`config.mk`:
```
export PLATFORM = sky130hd
export DESIGN_NAME = rx_char_queue
export DESIGN_NICKNAME = d
export VERILOG_FILES = /design/src/rtl/rxq_pkg.sv /design/src/rtl/rxq_store.sv /design/src/rtl/rxq_flags.sv /design/src/rtl/rxq_req.sv /design/src/rtl/rx_char_queue.sv
export SDC_FILE = /design/constraint.sdc
export NUM_CORES = 1
export LEC_CHECK = 0
export ABC_AREA = 0
export BUFFER_PORTS_ARGS = -buffer_cell sky130_fd_sc_hd__buf_2
export CAP_MARGIN = 20
export CORE_ASPECT_RATIO = 2
export CORE_MARGIN = 2
export CORE_UTILIZATION = 40
export DETAILED_ROUTE_END_ITERATION = 8
export PLACE_DENSITY_LB_ADDON = 0.3
export SYNTH_ARGS = -nofsm -noshare
export SYNTH_HDL_FRONTEND = slang
export SYNTH_SLANG_ARGS = --single-unit
```
`constraint.sdc`:
```
create_clock -name clk -period 5.54 [get_ports clk]
set_input_delay 1.385 -clock clk [delete_from_list [all_inputs] [get_ports clk]]
set_output_delay 1.385 -clock clk [all_outputs]
set_load 0.005 [all_outputs]
```
`src/rtl/rxq_pkg.sv`:
```
package rxq_pkg;
  localparam int RXQ_DATA_W = 8;

  typedef struct packed {
    logic                  par;
    logic                  frm;
    logic [RXQ_DATA_W-1:0] data;
  } rxq_entry_t;
endpackage

```
`src/rtl/rxq_store.sv`:
```
module rxq_store
  import rxq_pkg::*;
#(
  parameter int DEPTH = 4
) (
  input  logic                       clk,
  input  logic                       rst_n,
  input  logic                       push,
  input  logic                       pop,
  input  rxq_entry_t                 wr_entry,
  output rxq_entry_t                 head,
  output rxq_entry_t                 next_head,
  output logic [$clog2(DEPTH+1)-1:0] count,
  output logic                       full,
  output logic                       empty
);
  localparam int PW = $clog2(DEPTH);
  localparam int CW = $clog2(DEPTH+1);

  rxq_entry_t      slots [DEPTH];
  logic [PW-1:0]   wr_ptr;
  logic [PW-1:0]   rd_ptr;
  logic [CW-1:0]   cnt_q;

  for (genvar i = 0; i < DEPTH; i++) begin : g_slot
    always_ff @(posedge clk or negedge rst_n) begin
      if (!rst_n) begin
        slots[i] <= '0;
      end else if (push && (wr_ptr == PW'(i))) begin
        slots[i] <= wr_entry;
      end
    end
  end

  always_ff @(posedge clk or negedge rst_n) begin
    if (!rst_n) begin
      wr_ptr <= '0;
      rd_ptr <= '0;
      cnt_q  <= '0;
    end else begin
      if (push) wr_ptr <= wr_ptr + PW'(1);
      if (pop)  rd_ptr <= rd_ptr + PW'(1);
      case ({push, pop})
        2'b10:   cnt_q <= cnt_q + CW'(1);
        2'b01:   cnt_q <= cnt_q - CW'(1);
        default: cnt_q <= cnt_q;
      endcase
    end
  end

  assign head      = slots[rd_ptr];
  assign next_head = slots[rd_ptr + PW'(1)];
  assign count     = cnt_q;
  assign full      = (cnt_q == CW'(DEPTH));
  assign empty     = (cnt_q == '0);
endmodule

```
`src/rtl/rxq_flags.sv`:
```
module rxq_flags (
  input  logic clk,
  input  logic rst_n,
  input  logic clr,
  input  logic head_set,
  input  logic head_par,
  input  logic head_frm,
  input  logic ovr_set,
  output logic flag_par,
  output logic flag_frm,
  output logic flag_ovr
);
  always_ff @(posedge clk or negedge rst_n) begin
    if (!rst_n) begin
      flag_par <= 1'b0;
      flag_frm <= 1'b0;
      flag_ovr <= 1'b0;
    end else begin
      flag_par <= (flag_par & ~clr) | (head_set & head_par);
      flag_frm <= (flag_frm & ~clr) | (head_set & head_frm);
      flag_ovr <= (flag_ovr & ~clr) | ovr_set;
    end
  end
endmodule

```
`src/rtl/rxq_req.sv`:
```
module rxq_req (
  input  logic ready,
  input  logic irq_en,
  input  logic dma_en,
  input  logic any_err,
  output logic irq,
  output logic dma_req
);
  always_comb begin
    irq     = ready & irq_en & ~dma_en;
    dma_req = ready & dma_en & ~any_err;
  end
endmodule

```
`src/rtl/rx_char_queue.sv`:
```
module rx_char_queue
  import rxq_pkg::*;
#(
  parameter int DEPTH = 4
) (
  input  logic                  clk,
  input  logic                  rst_n,
  input  logic                  in_valid,
  output logic                  in_ready,
  input  logic [RXQ_DATA_W-1:0] in_data,
  input  logic                  in_par_err,
  input  logic                  in_frm_err,
  input  logic                  in_ovr_err,
  input  logic                  rd_en,
  output logic [RXQ_DATA_W-1:0] rd_data,
  output logic                  data_ready,
  output logic                  err_par,
  output logic                  err_frm,
  output logic                  err_ovr,
  input  logic                  err_clr,
  input  logic                  irq_en,
  input  logic                  dma_en,
  output logic                  irq,
  output logic                  dma_req
);
  localparam int CW = $clog2(DEPTH+1);

  rxq_entry_t      wr_entry;
  rxq_entry_t      head;
  rxq_entry_t      next_head;
  rxq_entry_t      arriving_head;
  logic [CW-1:0]   count;
  logic            full;
  logic            empty;
  logic            push;
  logic            pop;
  logic            head_set;
  logic            ovr_set;
  logic [RXQ_DATA_W-1:0] last_data;

  assign wr_entry = '{par: in_par_err, frm: in_frm_err, data: in_data};
  assign push     = in_valid & ~full;
  assign pop      = rd_en & ~empty;

  // a character becomes the oldest one: either the second moves up,
  // or the arriving one lands in an empty (or emptying) queue
  always_comb begin
    head_set      = 1'b0;
    arriving_head = wr_entry;
    if (pop && (count > CW'(1))) begin
      head_set      = 1'b1;
      arriving_head = next_head;
    end else if (push && (empty || (pop && (count == CW'(1))))) begin
      head_set      = 1'b1;
      arriving_head = wr_entry;
    end
  end

  assign ovr_set = in_valid & (in_ovr_err | full);

  rxq_store #(.DEPTH(DEPTH)) u_store (
    .clk       (clk),
    .rst_n     (rst_n),
    .push      (push),
    .pop       (pop),
    .wr_entry  (wr_entry),
    .head      (head),
    .next_head (next_head),
    .count     (count),
    .full      (full),
    .empty     (empty)
  );

  rxq_flags u_flags (
    .clk      (clk),
    .rst_n    (rst_n),
    .clr      (err_clr),
    .head_set (head_set),
    .head_par (arriving_head.par),
    .head_frm (arriving_head.frm),
    .ovr_set  (ovr_set),
    .flag_par (err_par),
    .flag_frm (err_frm),
    .flag_ovr (err_ovr)
  );

  always_ff @(posedge clk or negedge rst_n) begin
    if (!rst_n) begin
      last_data <= '0;
    end else if (pop) begin
      last_data <= head.data;
    end
  end

  assign data_ready = ~empty;
  assign in_ready   = ~full;
  assign rd_data    = empty ? last_data : head.data;

  rxq_req u_req (
    .ready   (data_ready),
    .irq_en  (irq_en),
    .dma_en  (dma_en),
    .any_err (err_par | err_frm | err_ovr),
    .irq     (irq),
    .dma_req (dma_req)
  );
endmodule

```
# After elaboration in Yosys (flattened, before gate mapping)
# Cells that the tools add are included.
[totals]
reg_bits = 58
inputBits = 18
output_inout_bits = 15
wordCells = 80
[op_classes]
add_sub_neg = 4
magnitude_cmp = 3
n_eq_ne = 7
muxes = 11
bitwise = 25
n_reduce_logical = 11
[op_table]
columns = ["cell", "n"]
rows = [
  ["$bmux W10 S2", 2],
  ["$mux W10", 3],
  ["$mux W8", 3],
  ["$and A1 B1 Y1", 12],
  ["$logic_and A1 B1 Y1", 7],
  ["$eq A2 B2 Y1 const B", 3],
  ["$ge A3 B3 Y1 const B", 2],
  ["$not A2 Y3", 2],
  ["$or A1 B1 Y1", 6],
  ["$pmux W3 S2", 1],
  ["$not A1 Y1", 5],
  ["$add A2 B1 Y2 const B", 2],
  ["$eq A2 B1 Y1 const B", 2],
  ["$add A3 B1 Y3 const B", 1],
  ["$eq A3 B1 Y1 const B", 1],
  ["$eq A3 B3 Y1 const B", 1],
  ["$gt A3 B1 Y1 const B", 1],
  ["$logic_not A3 Y1", 1],
  ["$sub A3 B1 Y3 const B", 1],
  ["$logic_not A2 Y1", 1],
  ["$mux W1", 2],
  ["$reduce_bool A2 Y1", 1],
  ["$logic_or A1 B1 Y1", 1],
]

# Depth between registers and ports, before layout
[logic_depth]
ltp_word = 10
mapped_depth = 9
ltp_nobuf = 9

# By module
# From an unflattened synthesis, not the netlist that was laid out.
[unflattened]
hier_cells = 190
area_unflattened_um2 = 2986.6
[by_module_without_submodules]
columns = ["mod", "n_inst", "cells_each", "area_per_inst_um2", "seq_area_each_um2"]
rows = [
  ["rxq_store", 1, 141, 2344.7, 1176.1],
  ["rx_char_queue", 1, 40, 518.0, 200.2],
  ["rxq_flags", 1, 7, 105.1, 75.1],
  ["rxq_req", 1, 2, 18.8, 0.0],
]

# Worst setup path after synthesis
# No wires, ideal clock.
[synth_timing]
path_kind = "input port to output port"
from = "input port dma_en"
to = "output port dma_req"
arrival_ps = 1608
required_time_ps = 4155
slack_ps = 2547
cell_stages = 2
n_path_buf = 0
path_cell_list = "nand3b_1 -> nor3_1"
[synth_between]
elab_chain_len = 2
[synth_rtl]
columns = ["item", "line", "source"]
rows = [
  ["start: declaration", "rx_char_queue.sv:22", "input logic dma_en,"],
  ["$and A1 B1 Y1 (2 in series)", "rxq_req.sv:11", "dma_req = ready & dma_en & ~any_err;"],
  ["end: declaration", "rx_char_queue.sv:24", "output logic dma_req"],
]
# Every way passes these cells.

# Worst setup path after layout
[layout_timing]
from = "register u_store.cnt_q[0] (netlist: u_store.count[0])"
to = "output port rd_data[0]"
[layout_between]
elab_chain_len = 2
[layout_rtl]
columns = ["item", "line", "source"]
rows = [
  ["start: declaration", "rxq_store.sv:23", "logic [CW-1:0] cnt_q;"],
  ["start signal: assignment", "rxq_store.sv:44", "2'b10: cnt_q <= cnt_q + CW'(1);"],
  ["start signal: assignment", "rxq_store.sv:45", "2'b01: cnt_q <= cnt_q - CW'(1);"],
  ["start signal: assignment", "rxq_store.sv:46", "default: cnt_q <= cnt_q;"],
  ["$logic_not A3 Y1", "rxq_store.sv:55", "assign empty = (cnt_q == '0);"],
  ["$mux W8", "rx_char_queue.sv:97", "assign rd_data = empty ? last_data : head.data;"],
  ["end: declaration", "rx_char_queue.sv:15", "output logic [RXQ_DATA_W-1:0] rd_data,"],
]
# Every way passes these cells.

==> run summary <==
Worst Max-Slew Pin Slew = 0.7203 ns
Final setup TNS = 0 ns
Reg2Reg Depth = 9
Post-cts sizing count = 0
Leakage = 0.001544 uW
Num CTS Buffers = 9
Critical R2R Launch = u_store.count[0]
Critical path class = flip-flop to output pin
Post-CTS Setup Repair Bufs = 0
Commonest cells in the netlist = dfrtp_1 (58), mux2_2 (53), inv_1 (10)
Worst hold path stage count = 1
Via count = 1580
Post-synth top area share = 0.5235
WHS Endpoint = u_store.slots[16]
GP Congestion = 0.6897
Status = completed
Sequential fraction of the synthesis area = 0.5235
Cells after Synth = 181
Final Skew = 0.005301 ns
Hold crit path type = flip-flop to flip-flop
Total GRT Usage = 0.1467
CP required = 4.16 ns
Area Growth Syn to Fin = 19.13%
Final net count = 249
Synth Cell Area = 0.002773 mm^2
Cts hold-fix bufs = 0
FF-to-FF End = u_store.count[2]
Max-cap violations = 0
Row count = 43
WL per Instance = 15.70 um
CTS tree = built
Arrival time worst endpoint = 2.17 ns
Min-delay src = u_store.slots[16]
Vias per Instance = 5.000
Vias in the first global route = 1729
Async S/R FF share, synth = 1.000
GR Overflow Total = 0
VDD IR max = 0.0003973 V
Final min period = 3.551 ns
Top-count cell post-synth = dfrtp_1
H-tree depth = 3
Ant. Diodes = 0
Die Wd = 62.87 um
I/O Buffers = 32
Syn avg cell area = 15.32 um^2
Clock root cell = clkbuf_16
Die H = 121.7 um
Pins over their slew limit = 0
DRC violation count after routing = 0
Power Dens Cells = 635.3 mW/mm^2
Post-route ant nets = 0
F_max = 0.2816 GHz
EDFF count, synth = 0
Element type at the critical path end = output pin
Slew HR = 0.5198
Starting Density = 0.4058
Fin. Hold Viols = 0
Seq cells post-synth = 58
Initial antenna violation count = 0
Cell variety after synth = 30
Yosys Warn Count = 0
Slack of the critical path = 1.989 ns
Drt total wl = 4.960 mm
RSZ-0062 raised after global routing = false
Share of cells above drive strength 1 = 0.5133
FF-to-FF setup slack = 3.05 ns
Crit path max fanout = 13
Period utilization = 0.6410
Clock slew at reported path FFs = 0.05 ns
Pre-antenna DRT Iters = 4
Clock tree sinks = 58
Startpoint Class = flip-flop
Pre-CTS setup slack = 2.270 ns
First-pass GRT wire length = 8.487 mm
Hpwl dp = 3.312 mm
Final setup fails = 0
Synth Flop Type = dfrtp_1
Synth area leader = dfrtp_1
# IOs = 33
Largest cells by area after synthesis = dfrtp_1 (52%), mux2_2 (22%), mux4_2 (4.9%), ha_1 (4.1%), mux4_1 (3.8%)
Core Box Area = 0.006833 mm^2
Synth Net Count = 208
Deepest clock path buffer count = 2
Clk Latency, worst-skew pair = 0.32 ns
Die area = 0.007654 mm^2
First DRT Iteration DRCs = 32
Largest net degree at the start of global routing = 59
state kept, by name (all words and copies together) (netlist names):
name              count
u_store.slots        40
last_data             8
u_store.count         3
u_store.rd_ptr        2
u_store.wr_ptr        2
u_flags.flag_frm      1
u_flags.flag_ovr      1
u_flags.flag_par      1
area by class of cell:
| type | instances | area, um^2 |
|---|---|---|
| fillers | 622 | 3530 |
| well taps | 90 | 112.6 |
| multi-input cells | 110 | 1262 |
| flip-flops and latches | 58 | 1451 |
| inverters | 10 | 37.54 |
| clock inverters | 3 | 15.01 |
| repair buffers | 33 | 167.7 |
| clock buffers | 12 | 256.5 |
layout by cell type (no fill, tap or decap), types with 2 or more instances in the layout:
cell       synthesis  final
nand2_4            4      4
nand2_1            3      3
o21ai_0            2      2
o31ai_1            2      2
a32oi_1            2      2
buf_2              2     32
clkbuf_16          0      9
mux2_2            53     53
mux4_2             6      6
ha_1               9      9
nand2b_1           2      2
mux2_4             3      3
xnor2_1            5      5
mux4_1             4      4
inv_1             10     10
nor2_1             2      2
dfrtp_1           58     58
clkbuf_8           0      2
clkinv_2           0      3
how the worst max path moves through the flow:
stage                            end  slack, ns         startpoint  cells after the start
after floorplan              dma_req       2.55             dma_en                      2
after global placement    rd_data[7]       2.33  u_store.rd_ptr[0]                      3
after detailed placement  rd_data[0]       2.27   u_store.count[0]                      5
after CTS                 rd_data[0]       1.93   u_store.count[0]                      5
after global routing      rd_data[0]       1.86   u_store.count[0]                      5
final                     rd_data[0]       1.99   u_store.count[0]                      5
layer usage:
| metal | share of wire | vias to the layer above | GRT usage |
|---|---|---|---|
| met1 | 0.41 | 799 | 0.1720 |
| met2 | 0.53 | 36 | 0.2507 |
| li1 | - | 738 | - |
| met5 | 0 | - | 0 |
| met4 | 0.014 | 0 | 0.05417 |
| met3 | 0.042 | 7 | 0.04524 |
worst max-delay path, stage by stage, from the launching register on:
cell	delay (ns)
dfrtp_1	0.42
inv_1	0.09
ha_1	0.28
nand2b_1	0.50
mux2_2	0.42
buf_2	0.13
kinds of logic after synthesis:
family                     Yosys count  synth area share
muxes                               67            0.3217
and+or+nand+nor                     18           0.04422
DFF                                 58            0.5235
adders and majority gates            9           0.04061
AOI/OAI and AO/OA                   10           0.02978
buffers and inverters               13           0.02121
xor gates and xnor gates             6           0.01895
stage by stage:
step | hold WS, ns | instance area [um^2] | instances | util | power (uW)
floorplan | 0.4703 | 2773 | 181 | - | 1402
global placement | 0.4807 | 3032 | 301 | 0.4437 | 1592
detailed placement | 0.4873 | 3032 | 301 | 0.4437 | 1629
CTS | 0.4979 | 3303 | 316 | 0.4834 | 2133
global route | 0.5081 | 3303 | 316 | 0.4834 | 2258
finish | 0.4957 | 3303 | 316 | 0.4834 | 2099
power breakdown:
group | total, uW | switching (uW) | leakage (uW) | internal (uW)
sequential | 792 | 149 | 0.000690 | 643
clock | 489 | 168 | 0.000138 | 320
combinational | 818 | 313 | 0.000716 | 505
Note: power is estimated with default switching activity, not from simulation.
